`src/rtl/hdlc_rx_pkg.sv`:
```
`timescale 1ns/1ps
package hdlc_rx_pkg;
  localparam int CONN_W   = 10;
  localparam int ST_FCS   = 24;
  localparam int ST_SHORT = 25;
  localparam int ST_LONG  = 26;
  localparam int ST_ABORT = 27;
  localparam int ST_OCTET = 28;
  localparam int ST_FIRST = 29;
  localparam logic [31:0] ST_RSV_MASK = 32'hC0FF_FC00;
  localparam logic [7:0]  FLAG_PAT    = 8'h7E;
  localparam logic [15:0] CRC_PRESET  = 16'hFFFF;
  localparam logic [15:0] CRC_POLY_R  = 16'h8408;
  localparam logic [15:0] CRC_GOOD    = 16'hF0B8;

  function automatic logic [15:0] crc_bit(input logic [15:0] c, input logic b);
    logic fb;
    fb = c[0] ^ b;
    crc_bit = fb ? ((c >> 1) ^ CRC_POLY_R) : (c >> 1);
  endfunction
endpackage

```
`src/rtl/hdlc_rx_bitfront.sv`:
```
`timescale 1ns/1ps
module hdlc_rx_bitfront
  import hdlc_rx_pkg::*;
#(
  parameter int WIN_W = 8
) (
  input  logic clk,
  input  logic rst_n,
  input  logic restart,
  input  logic bit_in,
  input  logic bit_vld,
  output logic d_vld,
  output logic d_bit,
  output logic flag_hit,
  output logic abort_hit
);
  localparam int FILL_W = $clog2(WIN_W + 1);
  localparam logic [FILL_W-1:0] FILL_FULL = FILL_W'(WIN_W);

  logic [WIN_W-1:0]  win_q, win_d, win_nx;
  logic [FILL_W-1:0] fill_q, fill_d;
  logic [2:0]        ones_q, ones_d;
  logic              hunt_q, hunt_d;
  logic              flag_c, abort_c, cand, stuffed;

  always_comb begin
    win_nx   = {bit_in, win_q[WIN_W-1:1]};
    flag_c   = bit_vld && (win_nx == FLAG_PAT);
    abort_c  = bit_vld && (&win_nx[WIN_W-1:1]);
    cand     = bit_vld && !hunt_q && (fill_q == FILL_FULL) && !abort_c;
    stuffed  = cand && !win_q[0] && (ones_q == 3'd5);
    d_vld    = cand && !stuffed;
    d_bit    = win_q[0];
    flag_hit = flag_c;
    abort_hit = abort_c && !hunt_q;

    win_d  = bit_vld ? win_nx : win_q;
    fill_d = fill_q;
    ones_d = ones_q;
    hunt_d = hunt_q;
    if (restart) begin
      fill_d = '0;
      ones_d = '0;
      hunt_d = 1'b1;
    end else begin
      if (flag_c) fill_d = '0;
      else if (bit_vld && fill_q != FILL_FULL) fill_d = fill_q + FILL_W'(1);
      if (flag_c) ones_d = '0;
      else if (cand) ones_d = win_q[0] ? ((ones_q == 3'd7) ? ones_q : ones_q + 3'd1) : 3'd0;
      if (abort_c) hunt_d = 1'b1;
      else if (flag_c) hunt_d = 1'b0;
    end
  end

  always_ff @(posedge clk or negedge rst_n) begin
    if (!rst_n) begin
      win_q  <= '0;
      fill_q <= '0;
      ones_q <= '0;
      hunt_q <= 1'b1;
    end else begin
      if (bit_vld || restart) begin
        win_q  <= win_d;
        fill_q <= fill_d;
        ones_q <= ones_d;
        hunt_q <= hunt_d;
      end
    end
  end

  // a sixth one in a row never reaches the octet packer as data
  assert_no_sixth_one_R3: assert property (@(posedge clk) disable iff (!rst_n)
    (d_vld && d_bit) |-> (ones_q < 3'd5));
endmodule

```
`src/rtl/hdlc_rx_octet.sv`:
```
`timescale 1ns/1ps
module hdlc_rx_octet
  import hdlc_rx_pkg::*;
#(
  parameter int MAX_LEN = 2047,
  parameter int MIN_LEN = 5
) (
  input  logic              clk,
  input  logic              rst_n,
  input  logic              restart,
  input  logic [CONN_W-1:0] cfg_conn,
  input  logic              d_vld,
  input  logic              d_bit,
  input  logic              flag_hit,
  input  logic              abort_hit,
  output logic [7:0]        o_byte,
  output logic              o_byte_vld,
  output logic              o_sof,
  output logic              o_end,
  output logic [31:0]       o_status
);
  localparam int NW = $clog2(MAX_LEN + 2);
  localparam logic [NW-1:0] MIN_N = NW'(MIN_LEN);
  localparam logic [NW-1:0] MAX_N = NW'(MAX_LEN);
  localparam logic [NW-1:0] SAT_N = NW'(MAX_LEN + 1);

  logic [7:0]        acc_q, acc_d, acc_a;
  logic [2:0]        bcnt_q, bcnt_d, bcnt_a;
  logic [15:0]       crc_q, crc_d, crc_a;
  logic [NW-1:0]     nb_q, nb_d, nb_a;
  logic [CONN_W-1:0] conn_q, conn_d;
  logic              first_q, first_d;
  logic [7:0]        byte_d;
  logic              bvld_d, sof_d, end_d;
  logic [31:0]       stat_d;
  logic              byte_done, adv;

  always_comb begin
    acc_a     = d_vld ? {d_bit, acc_q[7:1]} : acc_q;
    bcnt_a    = d_vld ? bcnt_q + 3'd1 : bcnt_q;
    crc_a     = d_vld ? crc_bit(crc_q, d_bit) : crc_q;
    byte_done = d_vld && (bcnt_q == 3'd7);
    nb_a      = (byte_done && nb_q != SAT_N) ? nb_q + NW'(1) : nb_q;
    adv       = d_vld || flag_hit || abort_hit || restart;

    acc_d   = acc_a;
    bcnt_d  = bcnt_a;
    crc_d   = crc_a;
    nb_d    = nb_a;
    conn_d  = conn_q;
    first_d = first_q;
    byte_d  = acc_a;
    bvld_d  = byte_done;
    sof_d   = byte_done && (nb_q == '0);
    end_d   = 1'b0;
    stat_d  = o_status;

    if (restart) begin
      bcnt_d  = '0;
      crc_d   = CRC_PRESET;
      nb_d    = '0;
      conn_d  = cfg_conn;
      first_d = 1'b1;
      bvld_d  = 1'b0;
      sof_d   = 1'b0;
    end else if (flag_hit || abort_hit) begin
      bcnt_d = '0;
      crc_d  = CRC_PRESET;
      nb_d   = '0;
      if (nb_a != '0) begin
        end_d            = 1'b1;
        first_d          = 1'b0;
        stat_d           = '0;
        stat_d[CONN_W-1:0] = conn_q;
        stat_d[ST_FIRST] = first_q;
        if (abort_hit) begin
          stat_d[ST_ABORT] = 1'b1;
        end else begin
          stat_d[ST_FCS]   = (crc_a != CRC_GOOD);
          stat_d[ST_SHORT] = (nb_a < MIN_N);
          stat_d[ST_LONG]  = (nb_a > MAX_N);
          stat_d[ST_OCTET] = (bcnt_a != 3'd0);
        end
      end
    end
  end

  always_ff @(posedge clk or negedge rst_n) begin
    if (!rst_n) begin
      acc_q      <= '0;
      bcnt_q     <= '0;
      crc_q      <= CRC_PRESET;
      nb_q       <= '0;
      conn_q     <= '0;
      first_q    <= 1'b0;
      o_byte     <= '0;
      o_byte_vld <= 1'b0;
      o_sof      <= 1'b0;
      o_end      <= 1'b0;
      o_status   <= '0;
    end else begin
      if (adv) begin
        acc_q   <= acc_d;
        bcnt_q  <= bcnt_d;
        crc_q   <= crc_d;
        nb_q    <= nb_d;
        conn_q  <= conn_d;
        first_q <= first_d;
      end
      if (bvld_d) o_byte <= byte_d;
      if (end_d)  o_status <= stat_d;
      o_byte_vld <= bvld_d;
      o_sof      <= sof_d;
      o_end      <= end_d;
    end
  end

  // Output-side frame tracker used by the checks below
  logic chk_open;
  always_ff @(posedge clk or negedge rst_n) begin
    if (!rst_n)          chk_open <= 1'b0;
    else if (o_end)      chk_open <= 1'b0;
    else if (o_byte_vld) chk_open <= 1'b1;
  end

  assert_sof_first_only_R3: assert property (@(posedge clk) disable iff (!rst_n)
    o_byte_vld |-> (o_sof == !chk_open));
  assert_no_empty_frame_R2: assert property (@(posedge clk) disable iff (!rst_n)
    o_end |-> (chk_open || o_byte_vld));
  assert_reserved_zero_R11: assert property (@(posedge clk) disable iff (!rst_n)
    o_end |-> ((o_status & ST_RSV_MASK) == 32'h0));
  assert_abort_alone_R7: assert property (@(posedge clk) disable iff (!rst_n)
    (o_end && o_status[ST_ABORT]) |->
      !(o_status[ST_FCS] || o_status[ST_SHORT] || o_status[ST_LONG] || o_status[ST_OCTET]));
  assert_len_exclusive_R5: assert property (@(posedge clk) disable iff (!rst_n)
    o_end |-> !(o_status[ST_SHORT] && o_status[ST_LONG]));
endmodule

```
`src/rtl/hdlc_rx_channel.sv`:
```
`timescale 1ns/1ps
module hdlc_rx_channel
  import hdlc_rx_pkg::*;
#(
  parameter int MAX_LEN = 2047,
  parameter int MIN_LEN = 5
) (
  input  logic        clk,
  input  logic        rst_n,
  input  logic        bit_in,
  input  logic        bit_vld,
  input  logic        cfg_load,
  input  logic [9:0]  cfg_conn,
  output logic [7:0]  o_byte,
  output logic        o_byte_vld,
  output logic        o_sof,
  output logic        o_end,
  output logic [31:0] o_status
);
  logic d_vld, d_bit, flag_hit, abort_hit;

  hdlc_rx_bitfront #(.WIN_W(8)) front_i (
    .clk       (clk),
    .rst_n     (rst_n),
    .restart   (cfg_load),
    .bit_in    (bit_in),
    .bit_vld   (bit_vld),
    .d_vld     (d_vld),
    .d_bit     (d_bit),
    .flag_hit  (flag_hit),
    .abort_hit (abort_hit)
  );

  hdlc_rx_octet #(.MAX_LEN(MAX_LEN), .MIN_LEN(MIN_LEN)) octet_i (
    .clk        (clk),
    .rst_n      (rst_n),
    .restart    (cfg_load),
    .cfg_conn   (cfg_conn),
    .d_vld      (d_vld),
    .d_bit      (d_bit),
    .flag_hit   (flag_hit),
    .abort_hit  (abort_hit),
    .o_byte     (o_byte),
    .o_byte_vld (o_byte_vld),
    .o_sof      (o_sof),
    .o_end      (o_end),
    .o_status   (o_status)
  );

  // an end strobe only follows a sampled line bit
  assert_end_after_bit_R12: assert property (@(posedge clk) disable iff (!rst_n)
    o_end |-> $past(bit_vld));
endmodule

```
`config.mk`:
```
export PLATFORM = sky130hd
export DESIGN_NAME = hdlc_rx_channel
export DESIGN_NICKNAME = d
export VERILOG_FILES = /design/src/rtl/hdlc_rx_pkg.sv /design/src/rtl/hdlc_rx_bitfront.sv /design/src/rtl/hdlc_rx_octet.sv /design/src/rtl/hdlc_rx_channel.sv
export SDC_FILE = /design/constraint.sdc
export NUM_CORES = 1
export LEC_CHECK = 0
export ABC_AREA = 1
export BUFFER_PORTS_ARGS = -buffer_cell sky130_fd_sc_hd__buf_2
export CAP_MARGIN = 10
export CORE_MARGIN = 1
export CORE_UTILIZATION = 30
export DETAILED_ROUTE_END_ITERATION = 6
export PLACE_DENSITY = 0.49
export SYNTH_ARGS = -nofsm -noshare
export SYNTH_HDL_FRONTEND = slang
export SYNTH_SLANG_ARGS = --single-unit
```
`constraint.sdc`:
```
create_clock -name clk -period 3.3 [get_ports clk]
set_input_delay 0.33 -clock clk [delete_from_list [all_inputs] [get_ports clk]]
set_output_delay 0.33 -clock clk [all_outputs]
set_load 0.01 [all_outputs]
```
==> out/metrics.yaml, run 1 <==
grt_remaining_overflow: 0
fillers: 1534
synth.top_cell.area_share_pct: 41.4
rows: 44
grt_pass1_wl_um: 16300
synth_area_um2: 4590
p_leak_uw: 0.00275
clock_latency_ns: 0.35
post_drt_wl_per_cell_um: 12.2
synth_edf_count: 0
synth_cell_types: 37
grt_max_degree: 82
finalCritPeriodShare_pct: 78.3
crit_arrival_ns: 2.85
violations: "DRC"
min_period_ns: 2.58
ctsResizeCount: 0
max_slew_margin_pct: 31.4
rsz0062_at_grt: "no"
holdWs_ns: 0.171
vdd_drop_max_mv: 0.222
setup_viol_count_final: 0
syn_avg_cell_area_um2: 8.25
ant_nets: 0
drc_errors: 6
fmax_mhz: 387
synthTopCellsByCount: "nand2_1, dfrtp_1, inv_1"
nets: 619
min_path_type: "primary input to async pin"
fp.dieW_um: 126
powerDensity_nw_per_um2: 459
clock_skew_ns: 0.00976
ys_ff_latch: 93
max_slew.worst_pin.slew_ns: 1.03
tns_ns: 0
drive_gt1_share_pct: 17.8
io_buffers: 41
cp_max_fo: 21
area_growth_pct: 13.7
vias_per_cell: 4.43
design_area_um2: 5220
drv_slew: 0
status: "finished, violations left"
start_kind: "flop"
synthTopCellsByArea: "dfrtp_1, nand2_1, dfstp_2, inv_1, o21ai_1"
dpl_cell_area_um2: 4900
synthCells: 556
firstDrtPassIters: 7
crit_type: "flop to flop"
synth.largest_area_cell: "dfrtp_1"
cts_tree: "yes"
r2r_cells: 15
drt_iter0_drc: 156
synth_most_common_cell: "nand2_1"
die_y_um: 126
synth-main-ff-cell: "dfrtp_1"
gp_congestion: 0.845
dp_hpwl_um: 6650
ys_seq_area_share_pct: 51.2
cts.sinks: 93
core_um2: 14800
clkTransAtPathRegs_ns: 0.07
cts_buffer_depth: 2
ios: 58
grt_usage_pct: 13.2
hold_violations: 0
root_buffer: "clkbuf_16"
numCtsBuffers: 9
die_area_um2: 15800
hold_buffers: 0
synth_warnings: 0
maxCapViolCount: 0
endpoint_kind: "flop"
htreeDepth: 3
antenna_found_initial: 0
antenna_cells: 0
vias: 3470
async_reset_ff_share_pct: 100
first_global_vias: 3384
cp.required_ns: 3.57
wl_um: 9550
start_util_pct: 31.1
cts_setup_buffers: 0
## registers in the layout (all words and copies together), names as in the netlist
register            flops
octet_i.o_status       16
front_i.ones_q          3
octet_i.nb_q           12
octet_i.o_sof           1
octet_i.o_byte_vld      1
octet_i.first_q         1
octet_i.acc_q           8
front_i.hunt_q          1
octet_i.o_end           1
front_i.win_q           8
front_i.fill_q          4
octet_i.crc_q          16
octet_i.bcnt_q          3
octet_i.o_byte          8
octet_i.conn_q         10
## where the power goes
group          total [µW]  switching, µW  internal (µW)
combinational         118           87.1           31.2
clock                1090            452            638
sequential           1190           16.6           1170
total                2400            556           1840
## critical path: stages, from the launching register on
cell,delay [ns]
dfrtp_1,0.40
inv_1,0.11
ha_1,0.17
nand3_2,0.13
nor2_8,0.13
nand4_4,0.16
nor2_4,0.28
nand2_1,0.09
nand2_1,0.12
nand2_1,0.09
nor2_2,0.13
nand3_2,0.10
nand2_2,0.18
buf_4,0.27
nand2_1,0.08
o21ai_1,0.07
## area by class of cell
cell class                 count  area, µm²  share of cell area, %
clock inverter                 5       65.1                   1.25
tap                          184        230                   4.41
timing repair buffer          47        253                   4.84
sequential                    93       2350                   45.0
clock buffer                  11        253                   4.84
multi-input combinational    378       1820                   34.9
inverter                      66        248                   4.75
## stage by stage
stage                     std cells  util [%]  total power (µW)  setup slack, ns
after detailed placement        768      33.2              1330            0.534
after CTS                       784      35.4              2440            0.697
after global routing            784      35.4              2510            0.437
after floorplan                 571         -              1290             1.19
final                           784      35.4              2400            0.716
after global placement          768      33.2              1330            0.556
## metal layers
metal	global-route usage, %	share of wire (%)	vias to the layer above
met5	0	0	-
met4	5.16	1.2	0
met3	3.99	3.6	9
met2	20.2	45	61
met1	17.3	50	1611
li1	-	-	1789
## final timing paths
kind | from | endpoint | slack [ns]
max reg2reg | front_i.fill_q[0] | octet_i.o_status[27] | 0.72
min | rst_n | front_i.win_q[5] | 0.17
max | front_i.fill_q[0] | octet_i.o_status[27] | 0.72
min reg2reg | octet_i.o_byte[1] | octet_i.o_byte[1] | 0.47
min in group clk | cfg_conn[7] | octet_i.conn_q[7] | 0.19
max in group asynchronous | rst_n | octet_i.o_status[1] | 2.35
## cells in the final DEF, fill, tap and decap left out, types with 2 or more instances in the layout
cell type    n
nand2_1    175
dfrtp_1     76
inv_1       56
buf_2       40
nor2_1      36
o21ai_1     34
o21ai_0     18
nand3_1     17
dfstp_2     17
nor3_1      16
conb_1      16
inv_2       10
xor2_1       9
ha_1         9
clkbuf_16    9
nand4_1      8
a21oi_1      8
buf_4        7
nor2_2       5
nand2_2      4
or2_1        4
nand3_2      3
inv_6        3
nor4_1       2
mux2i_1      2
and2_1       2
clkbuf_8     2
## kinds of logic (layout without fill, tap and decap cells)
logic type / count (synthesis) / after routing / share of synthesized area [%]
muxes: 2 / 2 / 0.436
xor gates and xnor gates: 10 / 10 / 1.91
AOI/OAI and AO/OA: 64 / 64 / 7.17
DFF: 93 / 93 / 51.2
other: 1 / 16 / 0.0817
adders and majority gates: 9 / 9 / 2.45
and+or+nand+nor: 277 / 277 / 26.4
buffers and inverters: 100 / 129 / 10.3
Note: power is estimated with default switching activity, not from simulation.
==> inputs of run 2 (changes only) <==
ABC_AREA = 0   (was 1)
PLACE_DENSITY = 0.5   (was 0.49)
clock period = 2.2 ns   (was 3.3 ns; I/O delays follow)
==> run 2 against run 1 <==
Effect of this change: the flow finishes with violations (setup timing); synthesized cell count decreased by 22%; cell area increased by 12%; largest cell class unchanged; sequential power increased by 53%; clock power increased by 35%; critical endpoint is now octet_i.o_status[3]; critical path depth decreased by 7; combinational power increased to 2.9 times the previous value.
==> out/metrics.yaml, run 2 <==
start_util_pct: 31.1
crit_type: "flop to flop"
ant_nets: 0
crit_slowest_cell: "or4_4"
violations: "setup timing"
fmax_mhz: 382
cp.required_ns: 2.44
synth.area.mux_share_pct: 10.9
gr-max-usage-layer: "met2"
synthTopCellsByArea: "dfrtp_1, dfstp_2, mux2_2, nand2_1, buf_4"
start_kind: "flop"
antenna_found_initial: 0
grt_pass1_wl_um: 17700
dpl_cell_area_um2: 5510
min_period_ns: 2.62
wl_um: 10400
clkTransAtPathRegs_ns: 0.07
drt_iter0_drc: 122
drc_errors: 0
use_met3_pct: 3.02
drv_slew: 0
status: "finished, violations left"
drive_gt1_share_pct: 38.5
cp_max_fo: 15
synth-main-ff-cell: "dfrtp_1"
synth_xor_area_share_pct: 3.24
synthCells: 433
grt_remaining_overflow: 0
fp.dieW_um: 126
layout_common_cells: "dfrtp_1, buf_4, nand2_1, buf_2, mux2_2"
met2_usage_pct: 24.2
area_growth_pct: 27.8
first_global_vias: 3645
rsz0062_at_grt: "yes"
maxCapViolCount: 0
synth_cell_types: 54
p_total_uw: 3630
cts_tree: "yes"
powerDensity_nw_per_um2: 618
grt_max_degree: 46
synth_top_family_by_area: "simple AND/OR/NAND/NOR gates"
antenna_cells: 0
clock_skew_ns: 0.0104
synth.top_cell.area_share_pct: 41.4
gp_congestion: 0.808
syn_avg_cell_area_um2: 10.6
io_buffers: 41
core_um2: 14800
synth_edf_count: 0
slowest_delay_ns: 0.45
dp_hpwl_um: 7540
crit_chain: "ha_2 -> and3b_2 -> or4_4 -> a2111oi_4 -> o22ai_2 -> o41ai_4 -> buf_12 -> mux2_2"
nets: 569
clock_latency_ns: 0.36
finalCritPeriodShare_pct: 119
ios: 58
crit_family: "simple AND/OR/NAND/NOR gates"
synth.largest_area_cell: "dfrtp_1"
max_slew.worst_pin.slew_ns: 0.620
htreeDepth: 3
yosys.area_share.simple_pct: 18.4
grt_use_met1_pct: 17.2
root_buffer: "clkbuf_16"
synth_warnings: 0
fin_cells: 734
p_leak_uw: 0.00283
hold_violations: 0
grt_usage_pct: 14.3
die_y_um: 126
post_drt_wl_per_cell_um: 14.2
dp.cells: 714
design_area_um2: 5870
setup_viol_count_final: 18
synthAdderAreaFrac_pct: 2.45
synthTopCellsByCount: "dfrtp_1, nand2_1, mux2_2"
ys_seq_area_share_pct: 51.1
top_regs: "octet_i.crc_q x16, octet_i.o_status x16, octet_i.nb_q x12"
max_slew_margin_pct: 58.6
vias_per_cell: 4.90
fin_ws_ns: -0.417
vdd_drop_max_mv: 0.394
crit_arrival_ns: 2.86
synth_compound_area_share_pct: 8.71
ys_ff_latch: 93
cts.sinks: 93
vias: 3594
synth_area_um2: 4590
async_reset_ff_share_pct: 100
numCtsBuffers: 9
synth_most_common_cell: "dfrtp_1"
rows: 44
crit_buf_inv: 1
die_area_um2: 15800
min_path_type: "primary input to flop"
endpoint_kind: "flop"
cts_buffer_depth: 2
firstDrtPassIters: 4
==> run 2: changes by cell type after synthesis, moves of 6 or more <==
cell,delta
nand2_1,-107
o21ai_0,-9
xnor2_1,+9
nor2_1,-9
inv_2,-10
nand3_1,+6
mux2_2,+35
inv_1,-48
nor3_1,-6
clkbuf_1,+10
o21ai_1,-34
==> run 2: where the power goes <==
group | switching (µW) | internal, µW | total (µW)
clock | 699 | 774 | 1470
combinational | 176 | 166 | 342
sequential | 39.2 | 1780 | 1820
total | 915 | 2720 | 3630
==> run 2: logic make-up (layout without fill, tap and decap cells) <==
logic type      count (synthesis)  after routing
mux                            43             43
compound gates                 52             52
fa+ha+maj                       9              9
flops                          93             93
xor+xnor                       17             17
simple gates                  174            174
buf+inv                        44            146
other cells                     1             16
==> run 2: layer usage <==
layer	share of wire [%]	vias to the layer above
met1	45	1786
met4	2.2	0
met3	3.9	17
li1	-	1708
met5	0	-
met2	49	83
==> run 2: timing repair <==
| action | 4_1_cts | 5_1_grt |
|---|---|---|
| pin swaps | 1 | 0 |
| setup endpoints to repair | 27 | 44 |
| setup buffers | 3 | 0 |
| resized for setup | 2 | 12 |
| hold buffers | 1 | 0 |
| hold endpoints to repair | 36 | 0 |
==> run 2: cell type report <==
cell class / instances / area [µm²]
fill: 1484 / 8880
clock buffer: 10 / 229
multi-input combinational: 311 / 2130
timing repair buffer: 122 / 855
tap: 184 / 230
clock inverter: 6 / 48.8
sequential: 93 / 2350
inverter: 8 / 30.0
==> run 2: per-stage QoR <==
stage          setup TNS [ns]  worst slack (ns)  utilization (%)  hold slack, ns
2_1_floorplan           -8.36            -0.588                -         -0.0756
3_3_place_gp            -6.30            -0.390             37.3           0.277
3_5_place_dp            -7.99            -0.497             37.3           0.283
4_1_cts                 -6.54            -0.431             39.5          0.0744
5_1_grt                 -8.53            -0.540             39.8          0.0864
6_report                -6.34            -0.417             39.8          0.0870
==> run 2: worst paths after layout <==
check	start	to	slack, ns	depth (start not counted)
worst min-delay path	cfg_conn[8]	octet_i.conn_q[8]	0.09	2
worst min register to register	octet_i.acc_q[0]	octet_i.acc_q[0]	0.48	2
min in group asynchronous	rst_n	octet_i.bcnt_q[1]	0.43	2
max in group asynchronous	rst_n	front_i.hunt_q	1.06	3
worst max-delay path	front_i.ones_q[0]	octet_i.o_status[3]	-0.42	8
worst max register to register	front_i.ones_q[0]	octet_i.o_status[3]	-0.42	8
==> run 2: worst reg2reg max path: cells and delay by family (launching register included) <==
family / cells / cell delay (ns)
fa+ha+maj: 1 / 0.19
flops: 1 / 0.39
compound gates: 3 / 0.67
buf+inv: 1 / 0.21
mux: 1 / 0.35
simple gates: 2 / 0.71
==> inputs of run 3 (changes only) <==
BUFFER_PORTS_ARGS = not set   (was -buffer_cell sky130_fd_sc_hd__buf_2)
DONT_BUFFER_PORTS = 1   (was not set)
PLACE_DENSITY = 0.47   (was 0.5)
SETUP_SLACK_MARGIN = 0.05   (was not set)
==> run 3 against run 2 <==
Effect of this change: critical path type unchanged; clock power is 12% higher; count of clock-buffer cells in the layout stayed put; via count is 4.9% lower; non-clock buffer count is 33 lower; largest power group unchanged; the run ends with hold timing, setup timing left; flip-flop and latch count stayed put; critical path depth is 2 higher; clock skew is 0.0036 ns lower; combinational power is 18% lower; final cell count is 4.5% lower; critical endpoint is now octet_i.o_status[5].
==> out/metrics.yaml, run 3 (same netlist as run 2, synthesis figures left out) <==
dp_hpwl_um: 7240
rrSetupSlack_ns: -0.49
htreeDepth: 3
rsz0062_at_grt: "yes"
gp_congestion: 0.819
grt_usage_pct: 14.2
numCtsBuffers: 9
layout_common_cells: "buf_4, dfrtp_1, nand2_1, mux2_2, nor2_1"
status: "finished, violations left"
setup_viol_count_final: 18
cts_tree: "yes"
cts.sinks: 93
antenna_cells: 0
r2r_end: "octet_i.o_status[5]"
top_regs: "octet_i.crc_q x16, octet_i.o_status x16, octet_i.nb_q x12"
start_util_pct: 31.1
p_leak_uw: 0.00273
core_um2: 14800
min_path_type: "primary input to async pin"
drt_iter0_drc: 201
cp_max_fo: 5
powerDensity_nw_per_um2: 646
r2r_cells: 10
cts_buffer_depth: 2
rr_startpoint: "octet_i.bcnt_q[0]"
die_area_um2: 15800
fmax_mhz: 372
ios: 58
final_common_cell: "buf_4"
fin_ws_ns: -0.488
drive_gt1_share_pct: 34.2
rows: 44
min_period_ns: 2.69
cp.required_ns: 2.43
fp.dieW_um: 126
clock_skew_ns: 0.00677
first_global_vias: 3533
drv_slew: 0
drc_errors: 0
finalCritPeriodShare_pct: 122
root_buffer: "clkbuf_16"
place_ws_ns: -0.449
firstDrtPassIters: 4
vias_per_cell: 4.88
nets: 536
wl_um: 10700
grt_max_degree: 94
area_growth_pct: 26.0
hold_violations: 93
vias: 3418
max_slew.worst_pin.slew_ns: 0.647
clock_latency_ns: 0.34
grt_remaining_overflow: 0
crit_arrival_ns: 2.92
maxCapViolCount: 0
clkTransAtPathRegs_ns: 0.07
die_y_um: 126
ant_nets: 0
crit_type: "flop to flop"
max_slew_margin_pct: 56.8
endpoint_kind: "flop"
grt_pass1_wl_um: 17500
antenna_found_initial: 0
violations: "hold timing, setup timing"
holdWs_ns: -0.430
vdd_drop_max_mv: 0.536
post_drt_wl_per_cell_um: 15.3
io_buffers: 0
start_kind: "flop"
[run 3: cell types whose count changed in the layout (fill, tap and decap cells not counted), moves of 2 or more]
| cell | before | now |
|---|---|---|
| buf_8 | 0 | 2 |
| inv_6 | 1 | 3 |
| clkinvlp_4 | 3 | 0 |
| buf_6 | 3 | 1 |
| dlygate4sd3_1 | 1 | 3 |
| mux2_2 | 35 | 28 |
| buf_4 | 76 | 81 |
| buf_2 | 40 | 0 |
| mux2_4 | 5 | 12 |
[run 3: layer usage]
metal	up-vias	GRT usage [%]	part of all wire, %
met1	1687	18.4	46
met5	-	0	0
met4	0	4.61	1.2
met2	89	22.5	47
met3	11	4.46	5.9
li1	1631	-	-
[run 3: worst max path at each step]
stage,end,startpoint,slack [ns],cells past startpoint
after floorplan,octet_i.o_status[24],front_i.ones_q[0],-0.59,9
final,octet_i.o_status[5],octet_i.bcnt_q[0],-0.49,10
after CTS,octet_i.o_status[6],octet_i.bcnt_q[0],-0.44,9
after global placement,octet_i.o_status[1],octet_i.bcnt_q[0],-0.40,9
after global routing,octet_i.o_status[2],octet_i.bcnt_q[0],-0.56,10
after detailed placement,octet_i.o_status[6],front_i.fill_q[0],-0.45,10
[run 3: worst max-delay path, stage by stage, from the launching register on]
cell	delay (ns)
dfrtp_1	0.37
ha_2	0.19
ha_4	0.13
nand2_2	0.04
or4_4	0.55
a2111oi_4	0.22
o22ai_2	0.17
o41ai_4	0.27
buf_4	0.19
clkbuf_16	0.14
mux2_4	0.29
[run 3: what timing repair did]
item | CTS | global route
resized for setup | 11 | 13
setup endpoints to repair | 50 | 37
pin swaps | 1 | 2
hold buffers | 1 | 2
gates cloned | 0 | 2
endpoints found under the hold margin | 96 | 95
buffers inserted | 2 | 6
[run 3: report_power, final]
part           leakage, µW  internal [µW]  total, µW  switching (µW)
combinational      0.00138            151        279             128
sequential         0.00119           1780       1820            39.9
clock             0.000156            935       1650             711
total              0.00273           2860       3740             879
[run 3: through the flow]
| stage | TNS, ns | power, µW | instances | area, µm² | utilization [%] |
|---|---|---|---|---|---|
| after detailed placement | -9.47 | 2120 | 672 | 5280 | 35.8 |
| after CTS | -6.59 | 3790 | 691 | 5660 | 38.3 |
| after global routing | -8.81 | 3910 | 701 | 5790 | 39.2 |
| after global placement | -7.41 | 2110 | 672 | 5280 | 35.8 |
| final | -7.54 | 3740 | 701 | 5790 | 39.2 |
| after floorplan | -8.36 | 2040 | 448 | 4670 | - |
[run 3: area by class of cell]
cell class              instances  area (µm²)
fillers                      1446        8970
flip-flops and latches         93        2350
multi-input cells             311        2140
repair buffers                 89         724
clock buffers                  10         239
well taps                     184         230
clock inverters                 6        76.3
inverters                       8        30.0
